==> src/rtl/irq_pkg.sv <==
package irq_pkg;
    localparam int NSRC   = 16;
    localparam int LVLW   = 4;
    localparam int NEXT   = 6;
    localparam int NLOW   = 4;
    localparam int NINT   = 4;
    localparam int NSW    = 2;
    localparam int LOW_BASE = NEXT;
    localparam int INT_BASE = NEXT + NLOW;
    localparam int SW_BASE  = NEXT + NLOW + NINT;
    localparam int SRCW   = $clog2(NSRC + 1);
    localparam int NMI_ID = NSRC;
    localparam int DW     = 32;
    localparam int PER_WORD = DW / LVLW;

    typedef enum logic [2:0] {
        RA_LMAP_LO = 3'd0,
        RA_LMAP_HI = 3'd1,
        RA_TRIG    = 3'd2,
        RA_ENABLE  = 3'd3,
        RA_PEND    = 3'd4,
        RA_SWSET   = 3'd5
    } reg_addr_e;

    typedef struct packed {
        logic [LVLW-1:0] level;
        logic [SRCW-1:0] src;
    } irq_win_t;

    // Strictly greater comparison in ascending order keeps the lowest index on ties.
    function automatic irq_win_t pick_winner(input logic [NSRC-1:0] elig,
                                             input logic [NSRC*LVLW-1:0] map);
        irq_win_t w;
        w = '0;
        for (int i = 0; i < NSRC; i++) begin
            if (elig[i] && (map[i*LVLW +: LVLW] > w.level)) begin
                w.level = map[i*LVLW +: LVLW];
                w.src   = SRCW'(i);
            end
        end
        return w;
    endfunction
endpackage

==> src/rtl/irq_sync.sv <==
module irq_sync #(
    parameter int W = 1
) (
    input  logic         clk,
    input  logic         rst,
    input  logic [W-1:0] d_i,
    output logic [W-1:0] q_o
);
    logic [W-1:0] stage1_q, stage2_q;

    always_ff @(posedge clk) begin
        if (rst) begin
            stage1_q <= '1;
            stage2_q <= '1;
        end else begin
            stage1_q <= d_i;
            stage2_q <= stage1_q;
        end
    end

    assign q_o = stage2_q;
endmodule

==> src/rtl/irq_src_cell.sv <==
module irq_src_cell #(
    parameter bit PREV_RST = 1'b1
) (
    input  logic clk,
    input  logic rst,
    input  logic raw_i,
    input  logic level_mode_i,
    input  logic clr_i,
    input  logic set_i,
    output logic pend_o
);
    logic prev_q, latch_q, rise;

    assign rise = raw_i & ~prev_q;

    always_ff @(posedge clk) begin
        if (rst) begin
            prev_q  <= PREV_RST;
            latch_q <= 1'b0;
        end else begin
            prev_q <= raw_i;
            if (level_mode_i)
                latch_q <= 1'b0;
            else if (latch_q)
                latch_q <= ~clr_i;
            else if (rise | set_i)
                latch_q <= 1'b1;
        end
    end

    assign pend_o = level_mode_i ? ~raw_i : latch_q;

    // a write-one-to-clear removes a latched edge
    p_w1c_clear_r4: assert property (@(posedge clk) disable iff (rst)
        (latch_q && clr_i && !level_mode_i) |=> !latch_q);

    // a latched edge stays until it is cleared, whatever the line does
    p_sticky_block_r5: assert property (@(posedge clk) disable iff (rst)
        (latch_q && !clr_i && !level_mode_i) |=> latch_q);
endmodule

==> src/rtl/irq_resolve.sv <==
module irq_resolve
    import irq_pkg::*;
(
    input  logic [NSRC-1:0]      pend_i,
    input  logic [NSRC-1:0]      enable_i,
    input  logic [NSRC*LVLW-1:0] map_i,
    input  logic                 nmi_i,
    output logic                 irq_req_o,
    output logic [LVLW-1:0]      irq_level_o,
    output logic [SRCW-1:0]      irq_src_o
);
    irq_win_t win;

    always_comb begin
        win         = pick_winner(pend_i & enable_i, map_i);
        irq_level_o = win.level;
        irq_src_o   = nmi_i ? SRCW'(NMI_ID) : win.src;
        irq_req_o   = nmi_i | (win.level != '0);
    end
endmodule

==> src/rtl/irq_prio_ctrl.sv <==
module irq_prio_ctrl
    import irq_pkg::*;
(
    input  logic              clk,
    input  logic              rst,
    input  logic [NEXT-1:0]   ext_line,
    input  logic [NLOW-1:0]   lowlvl_n,
    input  logic [NINT-1:0]   internal_evt,
    input  logic              nmi_line,
    input  logic              reg_we,
    input  logic [2:0]        reg_addr,
    input  logic [DW-1:0]     reg_wdata,
    output logic [DW-1:0]     reg_rdata,
    output logic              irq_req,
    output logic [LVLW-1:0]   irq_level,
    output logic [SRCW-1:0]   irq_src,
    output logic              nmi_req
);
    localparam int NSYNC = NEXT + NLOW + 1;

    logic [NSRC*LVLW-1:0] lmap_q;
    logic [NEXT-1:0]      trig_q;
    logic [NSRC-1:0]      en_q;
    logic                 nmi_q, nmi_prev_q;

    logic [NSYNC-1:0]     sync_in, sync_out;
    logic [NEXT-1:0]      ext_s;
    logic [NLOW-1:0]      low_s;
    logic                 nmi_s;

    logic [NSRC-1:0]      pend_vec;
    logic [NSRC-1:0]      clr_vec;
    logic [NSW-1:0]       sw_set;
    logic                 nmi_clr;
    reg_addr_e            ra;

    assign ra      = reg_addr_e'(reg_addr);
    assign sync_in = {nmi_line, lowlvl_n, ext_line};
    assign ext_s   = sync_out[NEXT-1:0];
    assign low_s   = sync_out[NEXT +: NLOW];
    assign nmi_s   = sync_out[NSYNC-1];

    irq_sync #(.W(NSYNC)) u_sync (
        .clk(clk), .rst(rst), .d_i(sync_in), .q_o(sync_out)
    );

    // Register write side
    always_comb begin
        clr_vec = '0;
        nmi_clr = 1'b0;
        sw_set  = '0;
        if (reg_we && ra == RA_PEND) begin
            clr_vec = reg_wdata[NSRC-1:0];
            nmi_clr = reg_wdata[NSRC];
        end
        if (reg_we && ra == RA_SWSET)
            sw_set = reg_wdata[NSW-1:0];
    end

    always_ff @(posedge clk) begin
        if (rst) begin
            lmap_q <= '0;
            trig_q <= '0;
            en_q   <= '0;
        end else if (reg_we) begin
            case (ra)
                RA_LMAP_LO: lmap_q[DW-1:0]             <= reg_wdata;
                RA_LMAP_HI: lmap_q[NSRC*LVLW-1:DW]     <= reg_wdata[NSRC*LVLW-DW-1:0];
                RA_TRIG:    trig_q                     <= reg_wdata[NEXT-1:0];
                RA_ENABLE:  en_q                       <= reg_wdata[NSRC-1:0];
                default: ;
            endcase
        end
    end

    // Source cells
    genvar g;
    generate
        for (g = 0; g < NEXT; g++) begin : g_ext
            irq_src_cell #(.PREV_RST(1'b1)) u_cell (
                .clk(clk), .rst(rst), .raw_i(ext_s[g]),
                .level_mode_i(~trig_q[g]), .clr_i(clr_vec[g]),
                .set_i(1'b0), .pend_o(pend_vec[g])
            );
        end
        for (g = 0; g < NLOW; g++) begin : g_low
            irq_src_cell #(.PREV_RST(1'b1)) u_cell (
                .clk(clk), .rst(rst), .raw_i(low_s[g]),
                .level_mode_i(1'b1), .clr_i(clr_vec[LOW_BASE+g]),
                .set_i(1'b0), .pend_o(pend_vec[LOW_BASE+g])
            );
        end
        for (g = 0; g < NINT; g++) begin : g_int
            irq_src_cell #(.PREV_RST(1'b1)) u_cell (
                .clk(clk), .rst(rst), .raw_i(internal_evt[g]),
                .level_mode_i(1'b0), .clr_i(clr_vec[INT_BASE+g]),
                .set_i(1'b0), .pend_o(pend_vec[INT_BASE+g])
            );
        end
        for (g = 0; g < NSW; g++) begin : g_sw
            irq_src_cell #(.PREV_RST(1'b1)) u_cell (
                .clk(clk), .rst(rst), .raw_i(1'b0),
                .level_mode_i(1'b0), .clr_i(clr_vec[SW_BASE+g]),
                .set_i(sw_set[g]), .pend_o(pend_vec[SW_BASE+g])
            );
        end
    endgenerate

    // Non-maskable input: rising-edge latch, write-one-to-clear
    always_ff @(posedge clk) begin
        if (rst) begin
            nmi_prev_q <= 1'b1;
            nmi_q      <= 1'b0;
        end else begin
            nmi_prev_q <= nmi_s;
            if (nmi_q)
                nmi_q <= ~nmi_clr;
            else if (nmi_s && !nmi_prev_q)
                nmi_q <= 1'b1;
        end
    end

    assign nmi_req = nmi_q;

    irq_resolve u_resolve (
        .pend_i(pend_vec), .enable_i(en_q), .map_i(lmap_q), .nmi_i(nmi_q),
        .irq_req_o(irq_req), .irq_level_o(irq_level), .irq_src_o(irq_src)
    );

    // Register read side
    always_comb begin
        reg_rdata = '0;
        case (ra)
            RA_LMAP_LO: reg_rdata = lmap_q[DW-1:0];
            RA_LMAP_HI: reg_rdata[NSRC*LVLW-DW-1:0] = lmap_q[NSRC*LVLW-1:DW];
            RA_TRIG:    reg_rdata[NEXT-1:0] = trig_q;
            RA_ENABLE:  reg_rdata[NSRC-1:0] = en_q;
            RA_PEND:    reg_rdata[NSRC:0]   = {nmi_q, pend_vec};
            default:    reg_rdata = '0;
        endcase
    end

    // a synchronized rising edge on the NMI line latches the request
    p_nmi_latch_r10: assert property (@(posedge clk) disable iff (rst)
        (nmi_s && !nmi_prev_q && !nmi_q) |=> nmi_q);

    // the NMI owns the source output while it is latched
    p_nmi_owns_src_r10: assert property (@(posedge clk) disable iff (rst)
        nmi_q |-> (irq_src == SRCW'(NMI_ID) && irq_req));

    // a reported maskable level belongs to a pending, enabled source
    p_winner_eligible_r8: assert property (@(posedge clk) disable iff (rst)
        (!nmi_q && irq_level != '0) |->
            (pend_vec[irq_src[SRCW-2:0]] && en_q[irq_src[SRCW-2:0]]));

    // a PEND write without bit 16 leaves a latched NMI in place
    p_nmi_w1c_r4: assert property (@(posedge clk) disable iff (rst)
        (nmi_q && !nmi_clr) |=> nmi_q);
endmodule

==> config.mk <==
export PLATFORM = sky130hd
export DESIGN_NAME = irq_prio_ctrl
export DESIGN_NICKNAME = d
export VERILOG_FILES = /design/src/rtl/irq_pkg.sv /design/src/rtl/irq_sync.sv /design/src/rtl/irq_src_cell.sv /design/src/rtl/irq_resolve.sv /design/src/rtl/irq_prio_ctrl.sv
export SDC_FILE = /design/constraint.sdc
export NUM_CORES = 1
export LEC_CHECK = 0
export BUFFER_PORTS_ARGS = -buffer_cell sky130_fd_sc_hd__buf_2
export CAP_MARGIN = 15
export CORE_ASPECT_RATIO = 1.1
export CORE_MARGIN = 5
export CORE_UTILIZATION = 60
export DETAILED_ROUTE_END_ITERATION = 8
export PLACE_DENSITY_LB_ADDON = 0.1
export SLEW_MARGIN = 30
export SYNTH_ARGS = -nofsm -noshare
export SYNTH_HDL_FRONTEND = slang
export SYNTH_SLANG_ARGS = --single-unit
==> constraint.sdc <==
create_clock -name clk -period 33.9 [get_ports clk]
set_input_delay 3.39 -clock clk [delete_from_list [all_inputs] [get_ports clk]]
set_output_delay 3.39 -clock clk [all_outputs]
set_load 0.01 [all_outputs]
==> impl_metrics.json, run 1 <==
{
  "wl_um": 26980,
  "peakVddDrop_mv": 0.04333,
  "finalPower_mw": 0.3831,
  "syn-cell-area_um2": 8707,
  "drt_iter0_drc": 950,
  "synth_top_cell_by_area": "dfxtp_1",
  "final-hold-violation-count": 0,
  "worstReg2RegStart": "nmi_req$_SDFF_PP0_",
  "powerDensity_nw_per_um2": 38.93,
  "synth-seq-area-share": 0.3035,
  "post-route-util": 0.6867,
  "grt_max_degree": 86,
  "avgSynthCellArea_um2": 7.611,
  "viasPerCell": 6.183,
  "grt_usage": 0.3086,
  "startpoint": "trig_q[0]$_SDFFE_PP0P_",
  "min_period_over_period": 0.8852,
  "synth_ff_type": "dfxtp_1",
  "root_buffer": "clkbuf_16",
  "max_freq_ghz": 0.03333,
  "nNetsFinal": 1303,
  "cp_max_fo": 10,
  "crit_required_ns": 30.51,
  "drc": 0,
  "maxSlewViolCount": 0,
  "reg2regPathDepth": 2,
  "cp_num_buf_inv": 9,
  "grt-ovfl-total": 0,
  "clk_path_buf_depth": 2,
  "grt_pass1_wl_um": 42210,
  "stdcell_count": 1408,
  "core_um2": 14330,
  "outcome": "finished, final reports clean",
  "die-width_um": 124.9,
  "dpl-instance-area_um2": 9251,
  "path_clk_slew_ns": 0.06,
  "dp_cells": 1376,
  "fin_setup_tns_ns": 0,
  "antenna_found_initial": 0,
  "numClockSinks": 132,
  "drive_gt1_frac": 0.1834,
  "cts_resized": 0,
  "async_flop_share": 0,
  "netlist.area_leader.share": 0.3035,
  "synth_fp_nets": 1244,
  "detail-route-antenna-nets": 0,
  "startpoint_type": "flip-flop",
  "synth.distinct_cells": 85,
  "dr.max_layer_used": "met4",
  "cts_tree": "built",
  "m1WireLength_um": 10970,
  "path_delay_family": "compound AO/OA/AOI/OAI gates",
  "vias": 8705,
  "path_class": "reg -> out",
  "synth_area_leaders": "dfxtp_1, nand2_1, a21oi_1",
  "critPathSlowestCell": "o41ai_4",
  "ys_ff_latch": 132,
  "cp.arrival_ns": 26.62,
  "h-tree-depth": 4,
  "endpoint": "irq_req",
  "io_buffers": 95,
  "finalInstanceArea_um2": 9842,
  "io_pins": 96,
  "hold_depth": 1,
  "setup_viol": 0,
  "rsz0062_at_grt": "no",
  "postCtsHoldBufs": 0,
  "synth_warnings": 0,
  "synth_cells": 1144,
  "diodes": 0,
  "r2r_setup_slack_ns": 32.88,
  "gp_congestion": 0.9158,
  "endpoint_kind": "primary output",
  "fin_skew_ns": 0.005668,
  "worst_slew_margin_rel": 0.4378,
  "path_depth": 117,
  "clkLatencyLatePin_ns": 0.43,
  "power.leakage_nw": 4.030,
  "avgRoutedWirePerCell_um": 19.16,
  "r2r_end": "nmi_req$_SDFF_PP0_",
  "wl_met3_um": 2213,
  "die_y_um": 136.3,
  "rows": 46,
  "dr.pass1.iters": 6,
  "worst_path_largest_cell_delay_ns": 0.57,
  "critPathMostFrequentCell": "ha_1",
  "dpl.hpwl_um": 19580,
  "hold_path.class": "reg -> reg",
  "area_delta_synth_final_pct": 13.03,
  "post_cts_buffers": 0,
  "first_global_vias": 8164,
  "route.met2.wl_um": 12450,
  "synth_edf_count": 0,
  "maxCapViolCount": 0,
  "dieArea_um2": 17020,
  "tightest_slew_ns": 0.8433,
  "cts_buffers": 17,
  "fin_crit_ns": 30.01,
  "initial_core_util": 0.6076
}
## worst min-delay path by stage
stage,start,to,slack [ns]
after floorplan,u_sync.stage1_q[0]$_SDFF_PP1_,u_sync.q_o[0]$_SDFF_PP1_,0.39
after global placement,u_sync.stage1_q[5]$_SDFF_PP1_,u_sync.q_o[5]$_SDFF_PP1_,0.39
after detailed placement,u_sync.stage1_q[8]$_SDFF_PP1_,u_sync.q_o[8]$_SDFF_PP1_,0.39
after CTS,u_sync.stage1_q[1]$_SDFF_PP1_,u_sync.q_o[1]$_SDFF_PP1_,0.41
after global routing,u_sync.stage1_q[9]$_SDFF_PP1_,u_sync.q_o[9]$_SDFF_PP1_,0.41
final,u_sync.stage1_q[1]$_SDFF_PP1_,u_sync.q_o[1]$_SDFF_PP1_,0.40
## registers in the layout, summed over array words and instances, names as in the netlist
name / count
trig_q: 6
g_int.u_cell.latch_q: 4
g_ext.u_cell.prev_q: 6
u_sync.q_o: 11
en_q: 16
nmi_prev_q: 1
lmap_q: 64
g_int.u_cell.prev_q: 4
u_sync.stage1_q: 11
nmi_req: 1
g_sw.u_cell.latch_q: 2
g_ext.u_cell.latch_q: 6
## routing by layer
| layer | global-route usage | vias to the layer above |
|---|---|---|
| li1 | - | 4157 |
| met1 | 0.3753 | 4072 |
| met2 | 0.5204 | 390 |
| met3 | 0.06248 | 86 |
| met4 | 0.1596 | 0 |
| met5 | 0 | - |
## cell usage in the layout, fill, tap and decap left out, types with 17 or more instances in the layout
master,n
clkbuf_16,17
a21o_1,24
nor2_1,61
inv_1,78
mux2i_1,39
a21oi_1,130
nand2_1,227
nand3_1,25
ha_1,47
or2_2,39
dfxtp_1,132
o21ai_0,31
buf_2,94
## synth_stat cells, types with 8 or more instances
cell type,count
and3_1,16
mux2_2,14
a311oi_1,13
a21oi_1,130
o22ai_1,8
ha_1,47
nor3_1,9
clkbuf_1,52
o21ai_0,31
o21a_1,9
a22o_1,14
nor2b_1,8
nand3_1,25
a31oi_1,14
a21o_1,24
dfxtp_1,132
nand2_1,227
nor2_1,61
and2_1,10
inv_1,78
mux2i_1,39
o211ai_1,10
or2_2,39
nand2b_1,10
## where the power goes
part	leakage, nW	switching [mW]	internal, mW	total, mW
registers	1.07	0.00483	0.159	0.164
logic	2.67	0.0210	0.0126	0.0336
clock network	0.284	0.0809	0.104	0.185
## final cells by class
| type | instances | area (um2) |
|---|---|---|
| Multi-Input combinational cell | 873 | 5557 |
| Fill cell | 1246 | 4489 |
| Sequential cell | 132 | 2643 |
| Timing Repair Buffer | 100 | 515.5 |
| Clock buffer | 17 | 425.4 |
| Inverter | 79 | 296.5 |
| Tap cell | 192 | 240.2 |
| Clock inverter | 15 | 165.2 |
## cells by family (layout without fill, tap and decap cells)
kind of cell,count (synthesis),after routing,synth area share
adder cells (fa/ha/maj),47,47,0.06754
multiplexers,56,56,0.06897
AND/OR/NAND/NOR,448,448,0.2437
flip-flops,132,132,0.3035
buffers and inverters,139,211,0.06093
XOR/XNOR,3,3,0.003018
AO/OA/AOI/OAI,319,319,0.2523
## through the flow
step / hold slack (ns) / setup slack (ns)
global placement: 0.3924 / 5.423
CTS: 0.4066 / 4.216
floorplan: 0.3895 / 7.657
detailed placement: 0.3932 / 4.955
global route: 0.4146 / 1.866
finish: 0.4050 / 3.893
## worst reg2reg max path, delay by kind of cell (launching register included)
family | cells | cell delay [ns]
AOI/OAI and AO/OA | 2 | 0.32
DFF | 1 | 0.61
Note: power is estimated with default switching activity, not from simulation.
==> run 2: changes to the inputs <==
--- a/config.mk
+++ b/config.mk
@@ -9,7 +9,7 @@
 export CAP_MARGIN = 15
 export CORE_ASPECT_RATIO = 1.1
 export CORE_MARGIN = 5
-export CORE_UTILIZATION = 60
+export CORE_UTILIZATION = 54
 export DETAILED_ROUTE_END_ITERATION = 8
 export PLACE_DENSITY_LB_ADDON = 0.1
 export SLEW_MARGIN = 30
==> constraint.sdc (replaced) <==
create_clock -name clk -period 24.2 [get_ports clk]
set_input_delay 2.42 -clock clk [delete_from_list [all_inputs] [get_ports clk]]
set_output_delay 2.42 -clock clk [all_outputs]
set_load 0.01 [all_outputs]
==> run 2 against run 1 <==
- the run now ends with setup timing left
- design area increased by 34%
- total power increased by 48%
- clock skew increased by 0.00057 ns
- global-route usage increased by 5.9 points
- die area increased by 10%
- utilization increased by 15 points
- register-to-register slack got worse by 9.9 ns
- critical endpoint unchanged
- flip-flop and latch count unchanged
==> impl_metrics.json, run 2 (synthesis gave the netlist of run 1 again) <==
{
  "stdcell_count": 1698,
  "r2r_setup_slack_ns": 22.95,
  "postCtsHoldBufs": 0,
  "endpoint_kind": "primary output",
  "maxSlewViolCount": 0,
  "die-width_um": 131.1,
  "dieArea_um2": 18770,
  "pwr-share-comb": 0.117,
  "fin_crit_ns": 26.76,
  "cts_tree": "built",
  "antenna_found_initial": 0,
  "grt_usage": 0.3674,
  "p_int_mw": 0.3996,
  "holdWs_ns": 0.4126,
  "min_period_over_period": 1.106,
  "outcome": "finished with violations",
  "final-hold-violation-count": 0,
  "hold_start": "u_sync.stage1_q[2]$_SDFF_PP1_",
  "crit_required_ns": 21.78,
  "rsz0062_at_grt": "yes",
  "h-tree-depth": 4,
  "seq_area_um2": 2646,
  "worst_path_largest_cell_delay_ns": 0.55,
  "grt_pass1_wl_um": 53780,
  "multi_input_area_um2": 6678,
  "gp_congestion": 0.9638,
  "fillers": 917,
  "fin_setup_tns_ns": -20.21,
  "avgRoutedWirePerCell_um": 23.49,
  "io_buffers": 95,
  "cp.arrival_ns": 24.34,
  "switching_power_mw": 0.1686,
  "clk_path_buf_depth": 2,
  "dp_cells": 1529,
  "worst_slew_margin_rel": 0.3948,
  "hold_path.class": "reg -> reg",
  "viasPerCell": 6.557,
  "wl_um": 39890,
  "layout_commonest_cell": "buf_4",
  "hold_depth": 1,
  "switching_share": 0.2967,
  "top_register": "lmap_q",
  "grt_max_degree": 89,
  "root_buffer": "clkbuf_16",
  "path_clk_slew_ns": 0.07,
  "finalInstanceArea_um2": 13170,
  "rows": 48,
  "area_delta_synth_final_pct": 51.30,
  "startpoint_type": "flip-flop",
  "pwr-share-seq": 0.407,
  "dpl.hpwl_um": 21910,
  "peakVddDrop_mv": 0.06290,
  "detail-route-antenna-nets": 0,
  "maxCapViolCount": 0,
  "max_freq_ghz": 0.03736,
  "power.leakage_nw": 5.651,
  "numClockSinks": 132,
  "initial_core_util": 0.5513,
  "setup_slack_ns": -2.565,
  "cts_buffers": 17,
  "grt-ovfl-total": 0,
  "r2r_end": "nmi_req$_SDFF_PP0_",
  "core_um2": 15800,
  "nNetsFinal": 1585,
  "fin_skew_ns": 0.006237,
  "die_y_um": 143.2,
  "clockPowerShare": 0.476,
  "setup_viol": 9,
  "dpl-instance-area_um2": 10480,
  "drive_gt1_frac": 0.4446,
  "holdPathEnd": "u_sync.q_o[2]$_SDFF_PP1_",
  "dr.pass1.iters": 6,
  "worstReg2RegStart": "nmi_req$_SDFF_PP0_",
  "cp_max_fo": 8,
  "reg2regPathDepth": 2,
  "layout_common_cells": "buf_4, nand2_1, dfxtp_1",
  "critPathSlowestCell": "or4_4",
  "io_pins": 96,
  "reg_top3": "lmap_q (64), en_q (16)",
  "first_global_vias": 10280,
  "path_class": "reg -> out",
  "clkLatencyLatePin_ns": 0.44,
  "drc": 0,
  "finalPower_mw": 0.5682,
  "critPathMostFrequentCell": "buf_4",
  "violations": "setup timing",
  "drt_iter0_drc": 1424,
  "largest_reg_flops": 64,
  "diodes": 0,
  "tightest_slew_ns": 0.9053,
  "powerDensity_nw_per_um2": 43.13,
  "vias": 11130
}
[run 2: changes by cell type in the layout (fill, tap and decap cells not counted), moves of 16 or more]
cell and change:
buf_4 +269, a21oi_2 +16, ha_1 -33, a21oi_1 -19, ha_4 +31
[run 2: worst max-delay path by stage]
stage                                            start      end  cells past startpoint
detailed placement  g_ext[0].u_cell.latch_q$_SDFF_PP0_  irq_req                    121
global route        g_ext[0].u_cell.latch_q$_SDFF_PP0_  irq_req                    124
finish              g_ext[0].u_cell.latch_q$_SDFF_PP0_  irq_req                    128
floorplan                       trig_q[0]$_SDFFE_PP0P_  irq_req                    114
global placement    g_ext[0].u_cell.latch_q$_SDFF_PP0_  irq_req                    120
CTS                             trig_q[0]$_SDFFE_PP0P_  irq_req                    118
[run 2: timing repair]
item / 4_1_cts / 5_1_grt
setup endpoints to repair: 9 / 9
setup buffers: 112 / 28
gates resized for setup: 103 / 105
pin swaps: 89 / 104
[run 2: critical path: cells and delay by family, from the launching register on]
kind | cells | cell delay, ns
buffers and inverters | 21 | 2.36
adders and majority gates | 14 | 3.64
DFF | 1 | 0.32
and+or+nand+nor | 45 | 7.09
AOI/OAI and AO/OA | 38 | 7.62
muxes | 10 | 2.83
[run 2: power groups by stage]
stage	Clock, mW	Combinational [mW]	Sequential [mW]
floorplan	0	0.0327	0.231
global placement	0	0.0530	0.234
detailed placement	0	0.0537	0.234
CTS	0.268	0.0581	0.230
global route	0.280	0.0700	0.231
finish	0.271	0.0664	0.231
[run 2: per-stage QoR]
| step | util | worst slack [ns] |
|---|---|---|
| 4_1_cts | 0.7883 | -0.9017 |
| 5_1_grt | 0.8340 | -3.108 |
| 3_5_place_dp | 0.6637 | -1.191 |
| 3_3_place_gp | 0.6637 | -0.7716 |
| 6_report | 0.8340 | -2.565 |
| 2_1_floorplan | - | 0.01192 |
[run 2: layer usage]
metal,track usage,share of wire,vias up
li1,-,-,4725
met5,0,0,-
met1,0.4268,0.34,5132
met3,0.07108,0.11,325
met2,0.6142,0.46,951
met4,0.2317,0.088,0
[run 2: area by class of cell]
class,count,area share
multi-input cells,873,0.5069
repair buffers,382,0.2045
flip-flops and latches,132,0.2009
clock buffers,17,0.03229
inverters,79,0.02289
well taps,200,0.01900
clock inverters,15,0.01358
